<file path="src/rtl/irq_agg_pkg.sv">
// Shared constants and types for the masked interrupt collector.
// Assumes one 16-bit register port and byte-addressed offsets.
package irq_agg_pkg;
    localparam int unsigned SRC_N    = 16;
    localparam int unsigned DATA_W   = 16;
    localparam int unsigned ADDR_W   = 12;
    localparam int unsigned VEC_SHL  = 2;
    localparam logic [DATA_W-1:0] MASK_RST = 16'h0010;

    typedef enum logic [1:0] {
        SEL_VEC  = 2'd0,
        SEL_MASK = 2'd1,
        SEL_NONE = 2'd2
    } reg_sel_e;
endpackage

</file>
<file path="src/rtl/irq_sync_bank.sv">
// Multi-stage synchronizer bank for asynchronous level inputs.
// Assumes each bit is an independent level; there is no cross-bit coherence.
module irq_sync_bank #(
    parameter int unsigned WIDTH  = 16,
    parameter int unsigned STAGES = 2
) (
    input  logic             clk,
    input  logic             rst_n,
    input  logic [WIDTH-1:0] async_in,
    output logic [WIDTH-1:0] sync_out
);
    logic [WIDTH-1:0] stage_q [STAGES];

    genvar s;
    generate
        for (s = 0; s < STAGES; s++) begin : g_stage
            if (s == 0) begin : g_first
                // First stage: capture the raw inputs
                always_ff @(posedge clk) begin
                    if (!rst_n) stage_q[0] <= '0;
                    else        stage_q[0] <= async_in;
                end
            end else begin : g_next
                // Later stage: pass the previous stage along
                always_ff @(posedge clk) begin
                    if (!rst_n) stage_q[s] <= '0;
                    else        stage_q[s] <= stage_q[s-1];
                end
            end
        end
    endgenerate

    assign sync_out = stage_q[STAGES-1];
endmodule

</file>
<file path="src/rtl/irq_mask_reg.sv">
// Enable mask register with a reset value given by a parameter.
// Assumes the write enable is already decoded for this register.
module irq_mask_reg #(
    parameter int unsigned WIDTH = 16,
    parameter logic [WIDTH-1:0] RST_VAL = '0
) (
    input  logic             clk,
    input  logic             rst_n,
    input  logic             wr_en,
    input  logic [WIDTH-1:0] wr_data,
    output logic [WIDTH-1:0] mask_q
);
    // Hold the mask; load it on a decoded write
    always_ff @(posedge clk) begin
        if (!rst_n)     mask_q <= RST_VAL;
        else if (wr_en) mask_q <= wr_data;
    end
endmodule

</file>
<file path="src/rtl/irq_vec_enc.sv">
// Fixed-priority vector encoder: the lowest set index wins.
// Output is ((index+1) << SHL), or zero when no bit is set. Assumes OUT_W can hold (N << SHL).
module irq_vec_enc #(
    parameter int unsigned N     = 16,
    parameter int unsigned OUT_W = 16,
    parameter int unsigned SHL   = 2
) (
    input  logic [N-1:0]     req,
    output logic [OUT_W-1:0] vec
);
    // Scan from the top down so that the lowest index is written last
    always_comb begin
        vec = '0;
        for (int i = N - 1; i >= 0; i--) begin
            if (req[i]) vec = OUT_W'((i + 1) << SHL);
        end
    end
endmodule

</file>
<file path="src/rtl/irq_vector_ctrl.sv">
// Top of the masked interrupt collector: synchronizer, mask, encoder, register mux.
// Assumes full-address decode on 16-bit accesses; offsets that are not decoded read zero.
module irq_vector_ctrl
    import irq_agg_pkg::*;
#(
    parameter int unsigned N        = SRC_N,
    parameter int unsigned DW       = DATA_W,
    parameter int unsigned AW       = ADDR_W,
    parameter int unsigned SYNC_STG = 2,
    parameter logic [AW-1:0] VEC_OFF  = 12'h000,
    parameter logic [AW-1:0] MASK_OFF = 12'h002
) (
    input  logic          clk,
    input  logic          rst_n,
    input  logic [N-1:0]  irq_in,
    input  logic [AW-1:0] reg_addr,
    input  logic          reg_we,
    input  logic [DW-1:0] reg_wdata,
    output logic [DW-1:0] reg_rdata,
    output logic          irq_out
);
    logic [N-1:0]  lvl_sync;
    logic [N-1:0]  mask_q;
    logic [N-1:0]  pend;
    logic [DW-1:0] vec;
    reg_sel_e      sel;
    logic          mask_wr;

    irq_sync_bank #(.WIDTH(N), .STAGES(SYNC_STG)) u_sync (
        .clk(clk), .rst_n(rst_n), .async_in(irq_in), .sync_out(lvl_sync)
    );

    irq_mask_reg #(.WIDTH(N), .RST_VAL(N'(MASK_RST))) u_mask (
        .clk(clk), .rst_n(rst_n), .wr_en(mask_wr),
        .wr_data(reg_wdata[N-1:0]), .mask_q(mask_q)
    );

    irq_vec_enc #(.N(N), .OUT_W(DW), .SHL(VEC_SHL)) u_enc (
        .req(pend), .vec(vec)
    );

    // Decode the offset into a register select
    always_comb begin
        if (reg_addr == VEC_OFF)       sel = SEL_VEC;
        else if (reg_addr == MASK_OFF) sel = SEL_MASK;
        else                           sel = SEL_NONE;
    end

    assign mask_wr = reg_we && (sel == SEL_MASK);
    assign pend    = lvl_sync & mask_q;
    assign irq_out = |pend;

    // Read mux; offsets that are not decoded return zero
    always_comb begin
        case (sel)
            SEL_VEC:  reg_rdata = vec;
            SEL_MASK: reg_rdata = DW'(mask_q);
            default:  reg_rdata = '0;
        endcase
    end
endmodule

</file>
<file path="config.mk">
export PLATFORM = sky130hd
export DESIGN_NAME = irq_vector_ctrl
export DESIGN_NICKNAME = d
export VERILOG_FILES = /design/src/rtl/irq_agg_pkg.sv /design/src/rtl/irq_sync_bank.sv /design/src/rtl/irq_mask_reg.sv /design/src/rtl/irq_vec_enc.sv /design/src/rtl/irq_vector_ctrl.sv
export SDC_FILE = /design/constraint.sdc
export NUM_CORES = 1
export LEC_CHECK = 0
export ABC_AREA = 0
export BUFFER_PORTS_ARGS = -buffer_cell sky130_fd_sc_hd__buf_2
export CAP_MARGIN = 20
export CELL_PAD_IN_SITES_DETAIL_PLACEMENT = 1
export CELL_PAD_IN_SITES_GLOBAL_PLACEMENT = 1
export CORE_MARGIN = 2
export CORE_UTILIZATION = 39
export DETAILED_ROUTE_END_ITERATION = 8
export PLACE_DENSITY = 0.93
export REMOVE_ABC_BUFFERS = 1
export SETUP_SLACK_MARGIN = 0.02
export SLEW_MARGIN = 20
export SYNTH_ARGS = -nofsm -noshare
export SYNTH_HDL_FRONTEND = slang
export SYNTH_SLANG_ARGS = --single-unit
</file>
<file path="constraint.sdc">
create_clock -name clk -period 1.7 [get_ports clk]
set_input_delay 0 -clock clk [delete_from_list [all_inputs] [get_ports clk]]
set_output_delay 0 -clock clk [all_outputs]
set_load 0.1 [all_outputs]
</file>
==> impl_metrics.py <==
metrics = {
    "final_layout": {
        "fin_area_um2": 3214,
        "layout_common_cells": "buf_2 (46), and2_1 (44), nand2_1 (40), dfxtp_1 (38), dlygate4sd3_1 (32)",
        "layout.nets": 360,
        "final_common_cell": "buf_2",
        "drive_gt1_share_pct": 42.81,
        "n_fill_cell": 519,
        "synthToLayoutAreaGrowth_pct": 67.03,
    },
    "clock_tree": {
        "tritoncts": "yes",
        "clock_path_buffers": 2,
        "clock_latency_ns": 0.31,
        "root_buffer": "clkbuf_8",
        "cts_htree_levels": 2,
        "cts.clk_slew.worst_paths_ns": 0.09,
        "cts_inserted_buffers": 5,
        "cts_num_sinks": 48,
    },
    "floorplan": {
        "rows": 25,
        "start_util_pct": 40.47,
        "ioPinCount": 64,
        "dieArea_um2": 5512,
        "die_w_um": 74.25,
        "core_um2": 4755,
        "die_y_um": 74.25,
    },
    "setup_path": {
        "crit_path_start_kind": "flop",
        "required_ns": 1.70,
        "cp_max_fo": 4,
        "cp.arrival_ns": 2.01,
        "worstSetupPathType": "flop to output pin",
        "cp-end-kind": "output pin",
    },
    "pwr": {
        "total_power_w": 0.002148,
        "leakage_nw": 1.300,
        "powerDensity_nw_per_um2": 668.2,
        "peakVddDrop_uv": 576.1,
    },
    "logic_synthesis": {
        "ys_seq_area_share_pct": 49.93,
        "avgSynthCellArea_um2": 9.433,
        "yosysWarningCount": 0,
        "synth-edff-count": 0,
        "synthArstFlopShare_pct": 0,
        "ys.flop_type": "dfxtp_1",
        "syn_area_um2": 1924,
        "ys_ff_latch": 48,
        "syn_inst": 204,
        "synth_cell_type_count": 31,
    },
    "place": {
        "dpl.hpwl_um": 3727,
        "placed_cell_area_um2": 2535,
        "port-buffer-count": 63,
        "gp_congestion": 0.9110,
    },
    "timing": {
        "setup_viol": 6,
        "hold-worst-slack_ns": 0.2361,
        "finalMaxSlewViolations": 0,
        "period_needed_ns": 2.009,
        "period_share_pct": 118.2,
        "clock.fmax_mhz": 497.7,
        "rsz0062_at_grt": "true",
        "final_hold_viol_count": 0,
        "slew_headroom_pct": 57.64,
        "postLayoutSetupSlackWorst_ns": -0.3091,
        "worstMarginPinSlew_ns": 0.6354,
        "skew_ns": 0.009658,
    },
    "routing": {
        "drtPass1Iterations": 4,
        "totalWireLength_um": 8402,
        "final_antenna_net_count": 0,
        "viasPerCell": 5.352,
        "drt-initial-drc-count": 162,
        "routed-via-count": 2039,
        "wl_per_cell_um": 22.05,
        "route.detailed.drc": 0,
    },
    "flow_run": {
        "drv_cap": 0,
    },
    "run_status": {
        "violations": "setup timing",
        "status": "finished with violations",
    },
    "global_route": {
        "grt_use_total_pct": 27.46,
        "overflow": 0,
        "antenna_found_initial": 1,
        "grt_pass1_vias": 2106,
        "grt_max_degree": 49,
        "grt_pass1_wl_um": 10960,
    },
    "worst_hold_path": {
        "worst_hold_path_type": "primary input to flop",
    },
}
==> metrics by stage <==
stage                     cells  utilization, %  TNS [ns]  worst slack (ns)
after global placement      330           53.32         0            0.1200
after floorplan             195               -    -7.133            -3.799
after CTS                   372           64.39   -0.3383           -0.1182
after detailed placement    330           53.32         0           0.03841
final                       381           67.61    -1.051           -0.3091
after global routing        381           67.61    -1.242           -0.2998
==> worst max-delay path: stages (launching register included) <==
cell and delay, ns:
dfxtp_4 0.37, a222oi_1 0.48, nand3_1 0.23, a31oi_4 0.23, a2111oi_4 0.07, buf_4 0.15
buf_12 0.16
==> synth_stat cells, drive strengths merged, types with 2 or more instances <==
master	n	share of area, %
a21boi	15	7.6
a21oi	3	0.78
a22o	3	1.4
a22oi	6	2.3
a31oi	2	0.65
a32o	2	1.0
and2	44	14
and4	2	0.98
buf	4	2.5
clkbuf	5	0.98
dfxtp	48	50
nand2	45	9.0
nand3	7	1.8
nor3	2	0.52
nor4	2	1.3
o21ai	4	1.0
==> path summary, 6_finish.rpt <==
check	cells past startpoint	slack, ns	endpoint	from
setup / recovery	6	-0.31	reg_rdata[2]	u_mask.mask_q[2]
hold reg to reg	1	0.43	u_sync.stage_q[1][3]	u_sync.stage_q[0][3]
hold / removal	2	0.24	u_mask.mask_q[4]	rst_n
setup reg to reg	2	0.76	u_mask.mask_q[0]	u_mask.mask_q[0]
==> what timing repair did <==
action                                  in CTS  in global routing
endpoints found under the hold margin       32                  0
buffers inserted                             3                  8
endpoints found under the setup margin       6                  6
hold buffers                                32                  0
resized for setup                           28                 22
pin swaps                                    8                  9
gates cloned                                 0                  0
==> cells by family after synthesis <==
group                  after synthesis  synth area share [%]
AOI/OAI and AO/OA                   40                 17.17
and+or+nand+nor                    106                 29.26
buffers and inverters               10                 3.641
DFF                                 48                 49.93
==> where the power goes <==
part | internal (W) | switching, W
logic | 0.000129 | 0.0000814
registers | 0.00116 | 0.0000221
clock network | 0.000363 | 0.000396
total | 0.00165 | 0.000500
==> metal layers <==
layer / part of all wire, % / wire [um] / global-route usage (%)
met1: 38 / 3223 / 32.02
met2: 51 / 4283 / 49.50
met3: 6.3 / 526 / 4.743
met4: 4.4 / 369 / 11.71
met5: 0 / 0 / 0
==> sequential cells by signal, indices dropped and copies added (netlist names) <==
register	cells
u_sync.stage_q	32
u_mask.mask_q	16
==> area by class of cell <==
class / count / area (um2) / area share (%)
Multi-Input combinational cell: 146 / 1039 / 32.31
Antenna cell: 1 / 2.502 / 0.07785
Tap cell: 67 / 83.83 / 2.608
Clock buffer: 7 / 96.34 / 2.997
Sequential cell: 48 / 978.4 / 30.44
Timing Repair Buffer: 111 / 1011 / 31.45
Inverter: 1 / 3.754 / 0.1168
No activity file was read; power rests on OpenSTA's default activity.
